===== src/rtl/cbd_pkg.sv =====
package cbd_pkg;

    localparam int DATA_W       = 8;
    localparam int CHR_PER_PAGE = 4;
    localparam int CHR_REGS     = 2 * CHR_PER_PAGE;
    localparam int IDX_W        = 2;
    localparam logic [IDX_W-1:0] CTRL_IDX = 2'd3;

    typedef enum logic [2:0] {
        RG_NONE,
        RG_BANK16,
        RG_SND,
        RG_SNDCTL,
        RG_BANK8,
        RG_CHR_LO,
        RG_CHR_HI,
        RG_IRQ
    } region_e;

    function automatic region_e region_of(input logic [3:0] pg);
        region_e r;
        case (pg)
            4'h8:    r = RG_BANK16;
            4'h9:    r = RG_SND;
            4'hA:    r = RG_SND;
            4'hB:    r = RG_SNDCTL;
            4'hC:    r = RG_BANK8;
            4'hD:    r = RG_CHR_LO;
            4'hE:    r = RG_CHR_HI;
            4'hF:    r = RG_IRQ;
            default: r = RG_NONE;
        endcase
        return r;
    endfunction

endpackage


===== src/rtl/cbd_addr_norm.sv =====
module cbd_addr_norm
    import cbd_pkg::*;
(
    input  logic [3:0]       page_bits,
    input  logic [1:0]       low_bits,
    input  logic             swap_a01,
    output region_e          region,
    output logic [IDX_W-1:0] idx
);
    always_comb begin
        region = region_of(page_bits);
        if (swap_a01) begin
            idx = {low_bits[0], low_bits[1]};
        end else begin
            idx = low_bits;
        end
    end
endmodule


===== src/rtl/cbd_reg_file.sv =====
module cbd_reg_file
    import cbd_pkg::*;
#(
    parameter int B16_W = 4,
    localparam int B8_W = B16_W + 1
) (
    input  logic                       clk,
    input  logic                       rst_n,
    input  logic                       wr,
    input  region_e                    region,
    input  logic [IDX_W-1:0]           idx,
    input  logic [DATA_W-1:0]          data,
    output logic [B16_W-1:0]           bank16,
    output logic [B8_W-1:0]            bank8,
    output logic [DATA_W-1:0]          ctrl,
    output logic [CHR_REGS*DATA_W-1:0] chr
);
    always_ff @(posedge clk or negedge rst_n) begin
        if (!rst_n) begin
            bank16 <= '0;
            bank8  <= '0;
            ctrl   <= '0;
        end else if (wr) begin
            if (region == RG_BANK16) bank16 <= data[B16_W-1:0];
            if (region == RG_BANK8)  bank8  <= data[B8_W-1:0];
            if (region == RG_SNDCTL && idx == CTRL_IDX) ctrl <= data;
        end
    end

    for (genvar i = 0; i < CHR_REGS; i++) begin : g_chr
        localparam logic [IDX_W-1:0] SLOT = IDX_W'(i % CHR_PER_PAGE);
        localparam region_e HOME = (i < CHR_PER_PAGE) ? RG_CHR_LO : RG_CHR_HI;
        logic hit;
        assign hit = wr && (region == HOME) && (idx == SLOT);
        always_ff @(posedge clk or negedge rst_n) begin
            if (!rst_n) begin
                chr[i*DATA_W +: DATA_W] <= '0;
            end else if (hit) begin
                chr[i*DATA_W +: DATA_W] <= data;
            end
        end
    end
endmodule


===== src/rtl/cbd_prg_map.sv =====
module cbd_prg_map #(
    parameter int B16_W = 4,
    localparam int B8_W   = B16_W + 1,
    localparam int PRG_AW = 14 + B16_W
) (
    input  logic [15:0]       addr,
    input  logic [B16_W-1:0]  bank16,
    input  logic [B8_W-1:0]   bank8,
    input  logic              ram_en,
    output logic [PRG_AW-1:0] prg_addr,
    output logic              rom_ce,
    output logic              ram_ce
);
    always_comb begin
        case (addr[15:13])
            3'b100, 3'b101: prg_addr = {bank16, addr[13:0]};
            3'b110:         prg_addr = {bank8, addr[12:0]};
            3'b111:         prg_addr = {{B8_W{1'b1}}, addr[12:0]};
            default:        prg_addr = '0;
        endcase
        rom_ce = addr[15];
        ram_ce = (addr[15:13] == 3'b011) && ram_en;
    end
endmodule


===== src/rtl/cbd_strobe.sv =====
module cbd_strobe
    import cbd_pkg::*;
(
    input  logic             wr,
    input  region_e          region,
    input  logic [1:0]       page_lo,
    input  logic [IDX_W-1:0] idx,
    output logic             snd_wr,
    output logic [1:0]       snd_page,
    output logic [IDX_W-1:0] snd_idx,
    output logic             irq_wr,
    output logic [IDX_W-1:0] irq_idx
);
    always_comb begin
        snd_wr   = wr && ((region == RG_SND) ||
                          (region == RG_SNDCTL && idx != CTRL_IDX));
        snd_page = page_lo;
        snd_idx  = idx;
        irq_wr   = wr && (region == RG_IRQ) && (idx != CTRL_IDX);
        irq_idx  = idx;
    end
endmodule


===== src/rtl/cart_cpu_bank_dec.sv =====
module cart_cpu_bank_dec
    import cbd_pkg::*;
#(
    parameter int B16_W = 4,
    localparam int B8_W   = B16_W + 1,
    localparam int PRG_AW = 14 + B16_W
) (
    input  logic                       clk,
    input  logic                       rst_n,
    input  logic [15:0]                cpu_addr,
    input  logic [DATA_W-1:0]          cpu_data,
    input  logic                       cpu_wr,
    input  logic                       swap_a01,
    output logic [PRG_AW-1:0]          prg_addr,
    output logic                       prg_rom_ce,
    output logic                       wram_ce,
    output logic [DATA_W-1:0]          ctrl_q,
    output logic [CHR_REGS*DATA_W-1:0] chr_banks,
    output logic                       snd_wr,
    output logic [1:0]                 snd_page,
    output logic [IDX_W-1:0]           snd_idx,
    output logic                       irq_wr,
    output logic [IDX_W-1:0]           irq_idx
);
    region_e          region;
    logic [IDX_W-1:0] idx;
    logic [B16_W-1:0] bank16;
    logic [B8_W-1:0]  bank8;

    cbd_addr_norm u_norm (
        .page_bits (cpu_addr[15:12]),
        .low_bits  (cpu_addr[1:0]),
        .swap_a01  (swap_a01),
        .region    (region),
        .idx       (idx)
    );

    cbd_reg_file #(.B16_W(B16_W)) u_regs (
        .clk    (clk),
        .rst_n  (rst_n),
        .wr     (cpu_wr),
        .region (region),
        .idx    (idx),
        .data   (cpu_data),
        .bank16 (bank16),
        .bank8  (bank8),
        .ctrl   (ctrl_q),
        .chr    (chr_banks)
    );

    cbd_prg_map #(.B16_W(B16_W)) u_prg (
        .addr     (cpu_addr),
        .bank16   (bank16),
        .bank8    (bank8),
        .ram_en   (ctrl_q[DATA_W-1]),
        .prg_addr (prg_addr),
        .rom_ce   (prg_rom_ce),
        .ram_ce   (wram_ce)
    );

    cbd_strobe u_strb (
        .wr       (cpu_wr),
        .region   (region),
        .page_lo  (cpu_addr[13:12]),
        .idx      (idx),
        .snd_wr   (snd_wr),
        .snd_page (snd_page),
        .snd_idx  (snd_idx),
        .irq_wr   (irq_wr),
        .irq_idx  (irq_idx)
    );
endmodule


===== config.mk =====
export PLATFORM = sky130hd
export DESIGN_NAME = cart_cpu_bank_dec
export DESIGN_NICKNAME = d
export VERILOG_FILES = /design/src/rtl/cbd_pkg.sv /design/src/rtl/cbd_addr_norm.sv /design/src/rtl/cbd_reg_file.sv /design/src/rtl/cbd_prg_map.sv /design/src/rtl/cbd_strobe.sv /design/src/rtl/cart_cpu_bank_dec.sv
export SDC_FILE = /design/constraint.sdc
export NUM_CORES = 1
export LEC_CHECK = 0
export ABC_AREA = 1
export BUFFER_PORTS_ARGS = -buffer_cell sky130_fd_sc_hd__clkbuf_2
export CAP_MARGIN = 20
export CORE_MARGIN = 5
export CORE_UTILIZATION = 40
export CTS_CLUSTER_DIAMETER = 120
export DETAILED_ROUTE_END_ITERATION = 16
export GPL_TIMING_DRIVEN = 0
export PLACE_DENSITY = 0.67
export SYNTH_ARGS = -nofsm -noshare
export SYNTH_HDL_FRONTEND = slang
export SYNTH_SLANG_ARGS = --single-unit

===== constraint.sdc =====
create_clock -name clk -period 0.95 [get_ports clk]
set_input_delay 0.0475 -clock clk [delete_from_list [all_inputs] [get_ports clk]]
set_output_delay 0.0475 -clock clk [all_outputs]
set_load 0.005 [all_outputs]

# --- Word-level counts from Yosys, hierarchy flattened ---
# Memory sizes are Yosys's and may differ from the RTL's.
# Cells that the tools add are included.
classes:
  addsub: 0
  multipliers: 0
  n_div: 0
  order_cmp: 0
  eq_ne: 16
  shift: 0
  mux: 2
  bitwise_logic: 0
  reduce_logical: 22
op_table:
  columns: ["op", "n"]
  rows:
  - ["18-bit one-hot mux with 3 select lines", 1]
  - ["3-bit == test (second input constant)", 8]
  - ["1-bit logical AND", 16]
  - ["3-bit by 2-bit == test with 1-bit output (second input constant)", 3]
  - ["2-bit AND reduction", 3]
  - ["2-bit == test (second input constant)", 2]
  - ["3-bit by 1-bit == test with 1-bit output (second input constant)", 1]
  - ["2-bit by 1-bit == test with 1-bit output (second input constant)", 1]
  - ["2-bit logical NOT", 1]
  - ["2-bit 2-to-1 mux", 1]
  - ["2-bit inequality test (second input constant)", 1]
  - ["2-bit OR reduction", 1]
  - ["1-bit logical OR", 1]
totals:
  ff_bits: 81
  latch_bits: 0
  mem_bits_rw: 0
  rom_bits: 48
  input_bits: 28
  output_inout_bits: 100
  word_cells: 52
  memories: 1
memory_table:
  columns: ["memory", "words", "word_bits", "read_ports", "rd_ports_with_merged_regs", "wr", "line", "source"]
  rows:
  - ["(name not given)", 16, 3, 1, 0, 0, "cbd_pkg.sv:22", "case (pg)"]

# --- Depth between registers and ports, before layout ---
depth:
  ltp_word: 5
  depth_mapped: 9
  mapped_depth_nobuf: 8

# --- Hierarchy ---
# A second synthesis with hierarchy kept.
hier_totals:
  cells_unflattened: 461
  area_unflattened_um2: 3678.5
by_module_without_submodules:
  columns: ["module", "n_inst", "cells_each", "area_each_um2", "seq_area_each_um2"]
  rows:
  - ["cbd_reg_file", 1, 371, 3274.4, 2026.9]
  - ["cbd_prg_map", 1, 54, 231.5, 0.0]
  - ["cbd_strobe", 1, 17, 90.1, 0.0]
  - ["cbd_addr_norm", 1, 19, 82.6, 0.0]

# --- Worst setup path before layout ---
# OpenSTA, ideal clock, no wires.
synth_path:
  path_type: "in2reg"
  startpoint: "input cpu_addr[12]"
  endpoint: "register u_regs.chr[42]"
  setup_ns: 0.066
  arrival_time_ns: 1.162
  required_time_ns: 0.884
  setup_slack_ns: -0.278
  path_stages: 9
  path_buffers: 1
  cell_sequence: "inv_1 > ha_1 > inv_1 > nand3_1 > nand2_2 > nor2_1 > buf_2 > nand4_1 > nand2_1"
synth_between:
  elab_chain_len: 4
synth_lines:
  columns: ["element", "line", "source"]
  rows:
  - ["from (decl)", "cart_cpu_bank_dec.sv:10", "input logic [15:0] cpu_addr,"]
  - ["memory read 16 x 3 bit", null, null]
  - ["3-bit == test", "cbd_reg_file.sv:34", "assign hit = wr && (region == HOME) && (idx == SLOT);"]
  - ["1-bit logical AND (2 in a row)", "cbd_reg_file.sv:34", null]
  - ["to (signal, indexed assignment)", "cbd_reg_file.sv:39", "chr[i*DATA_W +: DATA_W] <= data;"]
  - ["to (decl)", "cbd_reg_file.sv:16", "output logic [CHR_REGS*DATA_W-1:0] chr"]
# Every way passes these cells.
# A chain may end at the register's enable or synchronous reset.

# --- Worst setup path after layout ---
layout_path:
  startpoint: "input cpu_addr[12]"
  endpoint: "register u_regs.chr[43]"
# The elaborated chain is that of the path after synthesis.

==> qor.yml <==
status:
  outcome: "finished, violations left"
  violations: "setup timing"
die:
  start_util_pct: 40.8
  dieArea_um2: 10800
  die_y_um: 104
  io_pins: 128
  core_um2: 8680
  die_w_um: 104
  fp-row-count: 34
power:
  vdd_drop_max_v: 0.00115
  p_per_area_nw_per_um2: 1680
  p_total_mw: 8.89
  leakagePower_nw: 2.93
min_path:
  hold_path_startpoint: "cpu_data[1]"
  hp-class: "in2reg"
synthesis:
  synth-main-ff-cell: "dfrtp_1"
  avgSynthCellArea_um2: 8.72
  ys_top_cells_by_area: "dfrtp_1, nand2_1, nand4_1"
  syn-instance-count: 406
  synth_warnings: 0
  synth.distinct_cells: 22
  synth-edff-count: 0
  synth_seq_cells: 81
  synth_top_area_share_pct: 57.3
  synth.most_common_cell: "nand2_1"
  synth.cell_area_um2: 3540
  synthArstFlopShare_pct: 100
  synth_nets: 435
  synth-seq-area-share_pct: 57.3
  yosys.area.top_type: "dfrtp_1"
  ys_top_cells_by_count: "nand2_1, dfrtp_1, o21ai_1, nand4_1, inv_1"
drt:
  first_pass_iters: 4
  wl_met2_um: 5150
  wirelength_um: 10900
  ant_nets: 0
  topRoutingLayerUsed: "met4"
  dr.first_iter.drc_count: 174
  detail_route.wl_per_cell_um: 15.7
  drt-vias-per-instance: 4.99
  vias: 3471
  wl_met1_um: 4830
  drc_errors: 0
  routed-wl-met3_um: 853
setup_path:
  end_kind: "register"
  reg2reg_from: "u_regs.ctrl[7]"
  cp.depth: 11
  ff2ff_setup_slack_ns: 0.14
  path_delay_family: "buffers and inverters"
  max_stage_delay_ns: 0.17
  worstPathArrival_ns: 1.39
  critical_path.endpoint: "u_regs.chr[43]"
  critical_path_class: "in2reg"
  crit_path_cell_trace: "clkbuf_16 > clkinvlp_4 > ha_4 > o21ai_1 > nand2_1 > buf_6 > nor2_4 > buf_12 > buf_6 > nand4_1 > nand2_1"
  cp-start-kind: "input port"
  slowest_stage: "ha_4"
  r2r-end: "u_regs.ctrl[7]"
  worst-path-buf-inv: 5
  cp_max_fo: 8
  startpoint: "cpu_addr[12]"
  required_ns: 1.23
  r2r_cells: 3
placed_design:
  place.gp.congestion: 0.821
  hpwlAfterDp_um: 7530
  dp.cells: 641
  numPortBuffers: 126
flow_run:
  drv_cap: 0
sta:
  worst_hold_slack_ns: 0.0197
  rsz0062_at_grt: "true"
  clock_skew_ns: 0
  clock.fmax_mhz: 899
  slew_headroom_pct: 66.6
  fin_ws_ns: -0.162
  hold_viol: 0
  period_share_pct: 117
  drv_slew: 0
  tightest_slew_ns: 0.500
  fin_crit_ns: 1.11
  setup_violations: 57
clock_network:
  cts_buffers: 9
  cts_buffer_depth: 2
  insertion_delay_ns: 0.33
  path_clk_slew_ns: 0.08
  clkSinkCount: 81
  htreeDepth: 3
  cts_tree: "built"
  cts_root_buffer: "clkbuf_8"
global_routing:
  grt_pass1_vias: 3305
  grt-ovfl-total: 0
  antenna_found_initial: 0
  grtUsageTotal_pct: 19.3
  grt_max_degree: 50
  grt_pass1_wl_um: 17100
layout:
  drive_gt1_share_pct: 43.4
  nets: 611
  diodes: 0
  fin_util_pct: 61.1
  finalNonFillerCells: 695
  n_fill_cell: 775
  syn_to_final_growth_pct: 49.9
timing repair:
action | 4_1_cts | 5_1_grt
buffers inserted | 14 | 17
resized for setup | 27 | 77
gates cloned | 2 | 4
setup endpoints to repair | 83 | 156
pin swaps | 10 | 16
hold buffers | 1 | 0
hold endpoints to repair | 32 | 0
cells in the final DEF (no fill, tap or decap), types with 3 or more instances in the layout:
cell,Yosys,routed
inv_2,3,3
buf_2,10,4
clkbuf_2,0,117
o21ai_2,0,18
buf_12,0,3
nand2_1,150,138
clkbuf_8,0,11
buf_8,0,3
inv_1,28,25
nor2_1,9,6
o21ai_1,40,32
dfrtp_1,81,81
nor2_4,3,4
o21ai_0,15,5
nand3_4,0,3
nand3_1,7,3
clkbuf_1,4,5
nand2_2,6,7
nand4_1,35,35
buf_4,6,33
buf_6,0,16
nand2_4,0,9
per-stage QoR:
step                      setup TNS [ns]  setup WS [ns]  area [um2]
after CTS                          -5.10         -0.156        4890
final                              -4.72         -0.162        5310
after floorplan                    -8.15         -0.206        3670
after global placement           -116.99         -0.957        4430
after global routing               -8.90         -0.226        5310
after detailed placement          -43.64         -0.714        4460
registers in the layout (all words and copies together) (netlist names):
register / cells
u_regs.chr: 64
u_regs.ctrl: 8
u_regs.bank8: 5
u_regs.bank16: 4
final cells by class:
cell class / count / area, um2 / share of cell area, %
Clock buffer: 11 / 131 / 2.48
Sequential cell: 81 / 2030 / 38.2
Inverter: 31 / 125 / 2.36
Multi-Input combinational cell: 273 / 1560 / 29.4
Tap cell: 108 / 135 / 2.55
Buffer: 21 / 210 / 3.96
Clock inverter: 5 / 56.3 / 1.06
Timing Repair Buffer: 165 / 1060 / 20.0
power breakdown:
part / switching [mW] / internal [mW] / leakage [nW]
registers: 0.345 / 3.99 / 1.07
logic: 1.08 / 1.01 / 1.77
clock network: 1.25 / 1.21 / 0.0933
metal layers:
layer	vias to the layer above	GRT usage (%)
met2	113	30.3
met5	-	0
li1	1690	-
met4	0	4.07
met3	12	6.77
met1	1656	25.9
worst reg2reg max path, cell delays in order (launching register included):
cell and delay (ns):
dfrtp_1 0.42, buf_4 0.15, nand2_1 0.07, o21ai_2 0.05
worst min path at each step:
| stage | end | slack (ns) | cells past startpoint |
|---|---|---|---|
| final | u_regs.chr[33] | 0.02 | 3 |
| after global routing | u_regs.chr[47] | 0.001 | 3 |
| after CTS | u_regs.chr[39] | 0.003 | 3 |
| after detailed placement | u_regs.chr[61] | 0.07 | 1 |
| after global placement | prg_addr[7] | 0.35 | 4 |
| after floorplan | u_regs.bank16[0] | -0.25 | 0 |
cells by family (layout without fill, tap and decap cells):
family,Yosys count,count (layout),synth area share [%]
flip-flops,81,81,57.3
buffers and inverters,52,233,6.50
AND/OR/NAND/NOR,216,216,27.9
adder cells (fa/ha/maj),1,1,0.353
AO/OA/AOI/OAI,56,56,7.99
No activity file was read; power rests on OpenSTA's default activity.
